--- config.mk ---
export PLATFORM = sky130hd
export DESIGN_NAME = ptw_walker
export DESIGN_NICKNAME = d
export VERILOG_FILES = /design/src/rtl/ptw_pkg.sv /design/src/rtl/ptw_entry_eval.sv /design/src/rtl/ptw_addr_gen.sv /design/src/rtl/ptw_walker.sv
export SDC_FILE = /design/constraint.sdc
export NUM_CORES = 1
export LEC_CHECK = 0
export BUFFER_PORTS_ARGS = -buffer_cell sky130_fd_sc_hd__buf_4
export CORE_UTILIZATION = 59
export CTS_CLUSTER_DIAMETER = 30
export DETAILED_ROUTE_END_ITERATION = 7
export PLACE_DENSITY = 0.91
export SKIP_CTS_REPAIR_TIMING = 1
export SLEW_MARGIN = 20
export SYNTH_ARGS = -nofsm -noshare
export SYNTH_HDL_FRONTEND = slang
export SYNTH_SLANG_ARGS = --single-unit
--- constraint.sdc ---
create_clock -name clk_i -period 4.08 [get_ports clk_i]
set_input_delay 0.204 -clock clk_i [delete_from_list [all_inputs] [get_ports clk_i]]
set_output_delay 0.204 -clock clk_i [all_outputs]
set_load 0.03 [all_outputs]
--- src/rtl/ptw_pkg.sv ---
package ptw_pkg;
  localparam int VA_W      = 32;
  localparam int IDX_W     = 10;
  localparam int OFF_W     = 12;
  localparam int ENTRY_W   = 32;
  localparam int PPN_W     = VA_W - OFF_W;
  localparam int ENT_LOG   = 2;
  localparam int LEVELS    = 2;

  localparam int B_PRESENT  = 0;
  localparam int B_WRITABLE = 1;
  localparam int B_USER     = 2;
  localparam int B_ACCESSED = 5;
  localparam int B_DIRTY    = 6;
  localparam int B_LARGE    = 7;

  typedef enum logic [3:0] {
    ST_IDLE, ST_RD_DIR, ST_CHK_DIR, ST_RD_TBL, ST_CHK_TBL,
    ST_WB_DIR, ST_WB_LEAF, ST_DONE, ST_FAULT
  } walk_state_e;
endpackage

--- src/rtl/ptw_entry_eval.sv ---
module ptw_entry_eval
  import ptw_pkg::*;
#(
  parameter bit DIR_LEVEL = 1'b0
) (
  input  logic [ENTRY_W-1:0] entry_i,
  input  logic               write_i,
  input  logic               user_i,
  output logic               present_o,
  output logic               perm_ok_o,
  output logic               leaf_o,
  output logic               need_wb_o,
  output logic [ENTRY_W-1:0] upd_o
);
  always_comb begin
    present_o = entry_i[B_PRESENT];
    perm_ok_o = !(write_i && !entry_i[B_WRITABLE]) && !(user_i && !entry_i[B_USER]);
    leaf_o    = DIR_LEVEL ? entry_i[B_LARGE] : 1'b1;
    upd_o     = entry_i;
    upd_o[B_ACCESSED] = 1'b1;
    if (leaf_o && write_i) upd_o[B_DIRTY] = 1'b1;
    need_wb_o = (upd_o != entry_i);
  end
endmodule

--- src/rtl/ptw_addr_gen.sv ---
module ptw_addr_gen
  import ptw_pkg::*;
(
  input  logic [PPN_W-1:0]   root_ppn_i,
  input  logic [VA_W-1:0]    va_i,
  input  logic [ENTRY_W-1:0] dir_entry_i,
  output logic [VA_W-1:0]    dir_addr_o,
  output logic [VA_W-1:0]    tbl_addr_o,
  output logic [PPN_W-1:0]   large_ppn_o
);
  localparam int FRAME_W = ENTRY_W - OFF_W;
  localparam int LARGE_W = PPN_W - IDX_W;

  always_comb begin
    dir_addr_o  = {root_ppn_i, va_i[VA_W-1 -: IDX_W], {ENT_LOG{1'b0}}};
    tbl_addr_o  = {dir_entry_i[ENTRY_W-1 -: FRAME_W], va_i[OFF_W +: IDX_W], {ENT_LOG{1'b0}}};
    large_ppn_o = {dir_entry_i[ENTRY_W-1 -: LARGE_W], va_i[OFF_W +: IDX_W]};
  end
endmodule

--- src/rtl/ptw_walker.sv ---
module ptw_walker
  import ptw_pkg::*;
(
  input  logic               clk_i,
  input  logic               rst_ni,
  input  logic               req_valid_i,
  input  logic [VA_W-1:0]    req_vaddr_i,
  input  logic               req_write_i,
  input  logic               req_user_i,
  input  logic [PPN_W-1:0]   root_ppn_i,
  output logic               req_ready_o,
  output logic               mem_req_o,
  output logic               mem_we_o,
  output logic [VA_W-1:0]    mem_addr_o,
  output logic [ENTRY_W-1:0] mem_wdata_o,
  input  logic               mem_ack_i,
  input  logic [ENTRY_W-1:0] mem_rdata_i,
  output logic               done_o,
  output logic [PPN_W-1:0]   done_ppn_o,
  output logic               fault_o,
  output logic [VA_W-1:0]    fault_vaddr_o,
  output logic               fault_prot_o,
  output logic               fault_write_o,
  output logic               fault_user_o
);
  walk_state_e state_q;
  logic [VA_W-1:0]    va_q, leaf_addr_q;
  logic [PPN_W-1:0]   root_q, ppn_q;
  logic [ENTRY_W-1:0] dir_q, tbl_q, leaf_upd_q;
  logic               wr_q, user_q, prot_q, leaf_wb_q;

  logic [VA_W-1:0]    dir_addr, tbl_addr;
  logic [PPN_W-1:0]   large_ppn;

  logic [ENTRY_W-1:0] entry_w [LEVELS];
  logic [ENTRY_W-1:0] upd_w   [LEVELS];
  logic               pres_w  [LEVELS];
  logic               perm_w  [LEVELS];
  logic               leaf_w  [LEVELS];
  logic               need_w  [LEVELS];

  assign entry_w[0] = dir_q;
  assign entry_w[1] = tbl_q;

  for (genvar lvl = 0; lvl < LEVELS; lvl++) begin : g_lvl
    ptw_entry_eval #(.DIR_LEVEL(lvl == 0)) u_eval (
      .entry_i   (entry_w[lvl]),
      .write_i   (wr_q),
      .user_i    (user_q),
      .present_o (pres_w[lvl]),
      .perm_ok_o (perm_w[lvl]),
      .leaf_o    (leaf_w[lvl]),
      .need_wb_o (need_w[lvl]),
      .upd_o     (upd_w[lvl])
    );
  end

  ptw_addr_gen u_addr (
    .root_ppn_i  (root_q),
    .va_i        (va_q),
    .dir_entry_i (dir_q),
    .dir_addr_o  (dir_addr),
    .tbl_addr_o  (tbl_addr),
    .large_ppn_o (large_ppn)
  );

  always_ff @(posedge clk_i or negedge rst_ni) begin
    if (!rst_ni) begin
      state_q     <= ST_IDLE;
      va_q        <= '0;
      root_q      <= '0;
      wr_q        <= 1'b0;
      user_q      <= 1'b0;
      dir_q       <= '0;
      tbl_q       <= '0;
      ppn_q       <= '0;
      leaf_addr_q <= '0;
      leaf_upd_q  <= '0;
      leaf_wb_q   <= 1'b0;
      prot_q      <= 1'b0;
    end else begin
      unique case (state_q)
        ST_IDLE: if (req_valid_i) begin
          va_q    <= req_vaddr_i;
          wr_q    <= req_write_i;
          user_q  <= req_user_i;
          root_q  <= root_ppn_i;
          state_q <= ST_RD_DIR;
        end
        ST_RD_DIR: if (mem_ack_i) begin
          dir_q   <= mem_rdata_i;
          state_q <= ST_CHK_DIR;
        end
        ST_CHK_DIR: begin
          if (!pres_w[0]) begin
            prot_q  <= 1'b0;
            state_q <= ST_FAULT;
          end else if (!perm_w[0]) begin
            prot_q  <= 1'b1;
            state_q <= ST_FAULT;
          end else if (leaf_w[0]) begin
            ppn_q       <= large_ppn;
            leaf_addr_q <= dir_addr;
            leaf_upd_q  <= upd_w[0];
            leaf_wb_q   <= need_w[0];
            state_q     <= need_w[0] ? ST_WB_LEAF : ST_DONE;
          end else begin
            state_q <= ST_RD_TBL;
          end
        end
        ST_RD_TBL: if (mem_ack_i) begin
          tbl_q   <= mem_rdata_i;
          state_q <= ST_CHK_TBL;
        end
        ST_CHK_TBL: begin
          if (!pres_w[1]) begin
            prot_q  <= 1'b0;
            state_q <= ST_FAULT;
          end else if (!perm_w[1]) begin
            prot_q  <= 1'b1;
            state_q <= ST_FAULT;
          end else begin
            ppn_q       <= tbl_q[ENTRY_W-1 -: PPN_W];
            leaf_addr_q <= tbl_addr;
            leaf_upd_q  <= upd_w[1];
            leaf_wb_q   <= need_w[1];
            // directory accessed flag goes out first
            if (need_w[0])      state_q <= ST_WB_DIR;
            else if (need_w[1]) state_q <= ST_WB_LEAF;
            else                state_q <= ST_DONE;
          end
        end
        ST_WB_DIR: if (mem_ack_i) state_q <= leaf_wb_q ? ST_WB_LEAF : ST_DONE;
        ST_WB_LEAF: if (mem_ack_i) state_q <= ST_DONE;
        ST_DONE:  state_q <= ST_IDLE;
        ST_FAULT: state_q <= ST_IDLE;
        default:  state_q <= ST_IDLE;
      endcase
    end
  end

  always_comb begin
    mem_req_o   = 1'b0;
    mem_we_o    = 1'b0;
    mem_addr_o  = dir_addr;
    mem_wdata_o = upd_w[0];
    unique case (state_q)
      ST_RD_DIR: mem_req_o = 1'b1;
      ST_RD_TBL: begin
        mem_req_o  = 1'b1;
        mem_addr_o = tbl_addr;
      end
      ST_WB_DIR: begin
        mem_req_o = 1'b1;
        mem_we_o  = 1'b1;
      end
      ST_WB_LEAF: begin
        mem_req_o   = 1'b1;
        mem_we_o    = 1'b1;
        mem_addr_o  = leaf_addr_q;
        mem_wdata_o = leaf_upd_q;
      end
      default: ;
    endcase
  end

  assign req_ready_o   = (state_q == ST_IDLE);
  assign done_o        = (state_q == ST_DONE);
  assign fault_o       = (state_q == ST_FAULT);
  assign done_ppn_o    = ppn_q;
  assign fault_vaddr_o = va_q;
  assign fault_prot_o  = prot_q;
  assign fault_write_o = wr_q;
  assign fault_user_o  = user_q;

  p_idle_quiet_r1: assert property (@(posedge clk_i) disable iff (!rst_ni)
    req_ready_o |-> (!mem_req_o && !done_o && !fault_o));

  p_result_excl_r3: assert property (@(posedge clk_i) disable iff (!rst_ni)
    !(done_o && fault_o));

  p_done_pulse_r3: assert property (@(posedge clk_i) disable iff (!rst_ni)
    done_o |=> !done_o);

  p_fault_no_write_r5: assert property (@(posedge clk_i) disable iff (!rst_ni)
    fault_o |-> !$past(mem_we_o));

  p_wb_accessed_r8: assert property (@(posedge clk_i) disable iff (!rst_ni)
    (mem_req_o && mem_we_o) |-> mem_wdata_o[B_ACCESSED]);

  p_leaf_dirty_r9: assert property (@(posedge clk_i) disable iff (!rst_ni)
    (state_q == ST_WB_LEAF && wr_q) |-> mem_wdata_o[B_DIRTY]);

  p_req_stable_r10: assert property (@(posedge clk_i) disable iff (!rst_ni)
    (mem_req_o && !mem_ack_i) |=> (mem_req_o && $stable(mem_addr_o) &&
                                   $stable(mem_we_o) && $stable(mem_wdata_o)));
endmodule

==> Word-level counts from Yosys, hierarchy flattened <==
Cells that the tools add are included.
{ "totals": {"reg_bits": 208, "wordCells": 109} }
{ "classes": {"n_eq_ne": 22, "muxes": 50, "n_reduce_logical": 25} }
{ "ops": {"columns": ["operator", "count"], "rows": [
  ["$mux W32", 11],
  ["$pmux W32 S2", 3],
  ["$mux W20", 5],
  ["$pmux W20 S2", 1],
  ["$mux W4", 9],
  ["$pmux W4 S7", 1],
  ["$eq A4 B3 Y1 const B", 4],
  ["$mux W1", 16],
  ["$ne A2 B2 Y1 const B", 8],
  ["$eq A4 B2 Y1 const B", 2],
  ["$logic_not A1 Y1", 8],
  ["$logic_and A1 B1 Y1", 7],
  ["$ne A3 B3 Y1 const B", 2],
  ["$reduce_and A2 Y1", 3],
  ["$reduce_and A6 Y1", 1],
  ["$reduce_and A5 Y1", 1],
  ["$eq A4 B1 Y1 const B", 1],
  ["$eq A4 B4 Y1 const B", 1],
  ["$logic_not A4 Y1", 1],
  ["$ne A2 B1 Y1 const B", 2],
  ["$ne A2 B2 Y1", 2],
  ["$pmux W1 S2", 2],
  ["$reduce_or A4 Y1", 1],
  ["$mux W3", 1],
  ["other kinds (4)", 4]
]} }

==> Depth between registers and ports, before layout <==
{ "depth": {"depth_word": 8, "depth_mapped": 7, "depth_no_buf": 4} }

==> Modules after synthesis <==
Synthesis repeated with hierarchy kept, for this count alone.
{ "unflattened": {"hier_cells": 981, "hier_area_um2": 10815.4} }
{ "by_module_without_submodules": {"columns": ["module", "n_inst", "cells_each", "area_each_um2"], "rows": [
  ["ptw_walker", 1, 817, 9610.5],
  ["ptw_addr_gen", 1, 85, 634.4],
  ["ptw_entry_eval (g_lvl[0].u_eval)", 1, 40, 285.3],
  ["ptw_entry_eval (g_lvl[1].u_eval)", 1, 39, 285.3]
]} }

==> Least setup slack after synthesis <==
No wires, ideal clock.
{ "synth_path": {"path_kind": "reg-to-reg", "startpoint": "register state_q[1]", "endpoint": "register va_q[0], in the netlist fault_vaddr_o[0]", "t_arrival_ns": 2.638, "t_required_ns": 3.955, "slack_ns": 1.317, "path_stages_with_launch": 6, "period_less_slack_ns": 2.763, "path_cell_list": "dfrtp_1 clkbuf_1 nor4_1 nand2_1 buf_2 mux2_2"} }
{ "synth_via": {"elab_chain_cells": 2} }
{ "synth_lines": {"columns": ["item", "line", "rtl"], "rows": [
  ["start, declared", "ptw_walker.sv:26", "walk_state_e state_q;"],
  ["start signal, assigned", "ptw_walker.sv:106", "state_q <= need_w[0] ? ST_WB_LEAF : ST_DONE;"],
  ["start signal, assigned", "ptw_walker.sv:133", "ST_WB_DIR: if (mem_ack_i) state_q <= leaf_wb_q ? ST_WB_LEAF : ST_DONE;"],
  ["$logic_not A4 Y1", null, null],
  ["named net req_ready_o", "ptw_walker.sv:11", "output logic req_ready_o,"],
  ["$reduce_and A2 Y1 (no source line)", null, null],
  ["end signal, assigned", "ptw_walker.sv:84", "va_q <= req_vaddr_i;"],
  ["end, declared", "ptw_walker.sv:27", "logic [VA_W-1:0] va_q, leaf_addr_q;"]
]} }
The timed path passes the listed nets, and every way through them passes these cells.
A chain may end at the register's enable or synchronous reset.

==> Worst setup path in the final report <==
{ "layout_path": {"startpoint": "register state_q[0]", "endpoint": "output mem_addr_o[24]"} }
{ "layout_via": {"elab_chain_cells": 2, "word_cells_on_any_way": 3, "cone_classes": "eq/ne (2); mux (1)"} }
{ "layout_lines": {"columns": ["item", "line", "rtl"], "rows": [
  ["$eq A4 B3 Y1 / $eq A4 B2 Y1 (equally long branches)", "ptw_walker.sv:147", "unique case (state_q)"],
  ["$pmux W32 S2 *", "ptw_walker.sv:147", null],
  ["end, declared", "ptw_walker.sv:14", "output logic [VA_W-1:0] mem_addr_o,"]
]} }
Mark *: on every way between the ends. The rest lies on a longest branch, timed or not.

==> run summary <==
The count of final max-slew check failures was 0. Clock root buffer: sky130_fd_sc_hd__clkbuf_16. Count of clock tree sinks: 195. The final-report hold violation count is 1, and the achievable clock frequency is 330 MHz. The final worst-path cycle share is 74.3%.

Clock skew on the completed layout was measured at 0.0174 ns. The chip height is 128 um, and the largest stage delay on the critical path is 0.73 ns. The floorplan has 45 rows.

The detailed-route via count came out at 7,433. Count of routing violations after the opening detailed-route iteration: 603. The number of buffers added by the clock tree synthesis step is 17, and the final global-route overflow total is 0. The largest net degree at the start of global routing was 114.

The register-to-register setup slack was 1.46 ns; the count of cell types in the netlist was 41. The logs give 61.2% for the effective utilization at floorplan and 0.0165 mm2 for the area of the die. Along the worst hold path, the cell count comes to 2. The residual DRC count is 0. The largest total area in the synthesized netlist belongs to sky130_fd_sc_hd__dfrtp_1.

For this run, asynchronously set or reset flops after synthesis account for 100%. Pin placement for this block handled 214 I/O pins. The tools report the cell area after synthesis as 0.00941 mm2. The average instance in the mapped netlist occupies 11.1 um2. The post-synthesis register bit count works out to 195. The maximum VDD drop is 0.652 mV.

The most common cell in the synthesized netlist is sky130_fd_sc_hd__nand2_1. The final reports fail on hold timing. The flow ran to the end, but the final reports show violations. The initial antenna violation count was 0; the number of H-tree levels was 4.

The critical path class was reg -> out. The run gives 845 as the synthesized instance count. Among all stages on the critical path, the largest delay is contributed by sky130_fd_sc_hd__nor2_4. For the floorplan core area, the log shows 0.0154 mm2.

For the total of max-cap violations, the log shows 0. The number of antenna diodes in the final layout is 0. For this block, the routed nets add up to 25.7 mm of wire.

The worst pin sits at a relative slew slack of 38.7%. The count of final setup violators was 0. Global routing usage summed across all routing layers: 30.1%. The number of synthesized flops with an enable pin is 0, and the setup total negative slack is 0 ns. The proportion of synthesized chip area in sequential cells came out at 51.9%. The average detailed-routed wire length per instance is 20.0 um, and the residual antenna-violating net count after detailed routing is 0. The biggest fanout along the worst timing path was 31; the worst hold-check slack was -0.000755 ns. The worst setup path is launched from a register.

Sorting the synthesized cells by how often they occur yields sky130_fd_sc_hd__nand2_1, sky130_fd_sc_hd__dfrtp_1, sky130_fd_sc_hd__mux2_2. Setup repair after global routing left no endpoint under its margin. Yosys attributes the largest share of cell area to sky130_fd_sc_hd__dfrtp_1, sky130_fd_sc_hd__mux2_2, sky130_fd_sc_hd__nand2_1. The number of global-route vias before repair was 7,076; the detail-routed via count per cell was 5.76. The final layout contains 1,157 nets.

For this run, the number of standard cells in the final layout without fillers is 1,290. The worst register-to-register path has a depth of 3. The tools report the worst setup margin as 1.05 ns.

The min-delay analysis places its worst path in the category in -> reg. The end-of-flow core utilization is 78.9%, and the number of warning messages in the yosys log is 0. The clock transition at the registers of the reported paths was 0.07 ns. The die span in x was 128 um. The portion of synthesized cell area occupied by the leading cell type was 51.9%. The dominant synthesized flop cell was sky130_fd_sc_hd__dfrtp_1. The count of buffers from port buffering was 211; the share of final-layout standard cells stronger than drive strength 1 was 38.2%.

At the placement stage, the worst setup path has a slack of 1.54 ns. The clock passes through at most 2 buffers. The first TritonRoute pass finished after 5 iterations.

The tools report the half-perimeter wire length after detailed placement as 14.8 mm. At the pin with the least slew margin, the transition time is 0.919 ns. TritonCTS built the clock tree. In this run the power density over the cells is 880 mW/mm2.

The arrival time of data at the critical path endpoint is 2.83 ns. The clock latency reported for the late side of the worst-skew pair was 0.44 ns; the global-route wire length before repair was 37.6 mm. At the worst endpoint, the required time is 3.88 ns.

Leakage power summed over all cells: 5.95 nW. Traced cell by cell, the critical path runs through nor4bb_4 -> buf_4 -> nor2_4 -> nand2_1 -> nand2_1 -> buf_4. The congestion estimate from routability-driven global placement came to 0.810. Once placement completed, the tool counted placed cells totaling 1,205. The routed design could run at a clock period as short as 3.03 ns. From synthesis to final layout, the design area changed by 28.9%.

Endpoint class of the critical path: an output port.
[where the power goes]
| part | internal [W] | total, W | switching (W) |
|---|---|---|---|
| Sequential | 0.00287 | 0.00374 | 0.000873 |
| Clock | 0.000889 | 0.00166 | 0.000769 |
| Combinational | 0.00227 | 0.00527 | 0.00301 |
| Total | 0.00602 | 0.0107 | 0.00465 |
[layout make-up]
class	instances	area, um2
clock buffers	20	457
clock inverters	11	116
fillers	883	3250
inverters	5	18.8
multi-input cells	572	4160
flip-flops and latches	195	4880
well taps	211	264
repair buffers	276	2230
[critical path, delay by kind of cell, from the launching register on]
family                 cells  cell delay, ns
AND/OR/NAND/NOR            4            1.30
flip-flops                 1            0.61
buffers and inverters      2            0.47
[per-layer routing]
metal | part of all wire (%) | wire length [um] | track usage, %
met1 | 38 | 9840 | 38.1
met2 | 51 | 13200 | 49.5
met3 | 7.7 | 1990 | 8.06
met4 | 2.8 | 709 | 11.6
met5 | 0 | 0 | 0
[registers in the layout, indices dropped and copies added (netlist names)]
| signal | count |
|---|---|
| fault_write_o | 1 |
| state_q | 4 |
| fault_user_o | 1 |
| leaf_upd_q | 21 |
| leaf_addr_q | 30 |
| root_q | 20 |
| tbl_q | 32 |
| dir_q | 32 |
| leaf_wb_q | 1 |
| fault_vaddr_o | 32 |
| done_ppn_o | 20 |
| fault_prot_o | 1 |
[through the flow]
step	area, um2	power [W]	hold WS (ns)
2_1_floorplan	9410	0.00710	-0.0916
3_3_place_gp	11000	0.00860	0.382
3_5_place_dp	11000	0.00880	0.379
4_1_cts	11600	0.0105	-0.0824
5_1_grt	12100	0.0112	-0.0000182
6_report	12100	0.0107	-0.000755
[logic make-up (layout without fill, tap and decap cells)]
| kind of cell | after synthesis | in the layout | synth area share [%] |
|---|---|---|---|
| simple gates | 299 | 299 | 13.2 |
| mux | 220 | 220 | 26.3 |
| flops | 195 | 195 | 51.9 |
| buf+inv | 79 | 312 | 4.48 |
| compound gates | 50 | 50 | 4.02 |
| other cells | 1 | 2 | 0.0399 |
| xor+xnor | 1 | 1 | 0.0931 |
[cell usage in the layout (no fill, tap or decap), types with 2 or more instances in the layout]
master,instances
sky130_fd_sc_hd__dlygate4sd3_1,54
sky130_fd_sc_hd__inv_8,2
sky130_fd_sc_hd__a22oi_1,30
sky130_fd_sc_hd__clkbuf_16,17
sky130_fd_sc_hd__clkinvlp_4,2
sky130_fd_sc_hd__nand2b_1,10
sky130_fd_sc_hd__inv_6,5
sky130_fd_sc_hd__nor3_1,3
sky130_fd_sc_hd__clkbuf_8,3
sky130_fd_sc_hd__conb_1,2
sky130_fd_sc_hd__buf_4,220
sky130_fd_sc_hd__nand3_1,2
sky130_fd_sc_hd__nor4bb_4,2
sky130_fd_sc_hd__a22o_1,2
sky130_fd_sc_hd__nand3b_1,2
sky130_fd_sc_hd__nor4_1,2
sky130_fd_sc_hd__inv_1,5
sky130_fd_sc_hd__mux2_1,70
sky130_fd_sc_hd__nor2_1,4
sky130_fd_sc_hd__a31oi_1,3
sky130_fd_sc_hd__nand4_1,2
sky130_fd_sc_hd__nand2_1,262
sky130_fd_sc_hd__dfrtp_1,195
sky130_fd_sc_hd__a21oi_1,5
sky130_fd_sc_hd__mux2_2,149
[path summary, 6_finish.rpt]
path | endpoint | from
setup / recovery | mem_addr_o[24] | state_q[0]$_DFFE_PN0P_
hold / removal | fault_vaddr_o[18]$_DFFE_PN0P_ | req_vaddr_i[18]
setup reg to reg | dir_q[15]$_DFFE_PN0P_ | state_q[0]$_DFFE_PN0P_
hold reg to reg | leaf_addr_q[10]$_DFFE_PN0P_ | leaf_addr_q[10]$_DFFE_PN0P_
max in group asynchronous | dir_q[21]$_DFFE_PN0P_ | rst_ni
min in group asynchronous | fault_vaddr_o[10]$_DFFE_PN0P_ | rst_ni
Note: power is estimated with default switching activity, not from simulation.
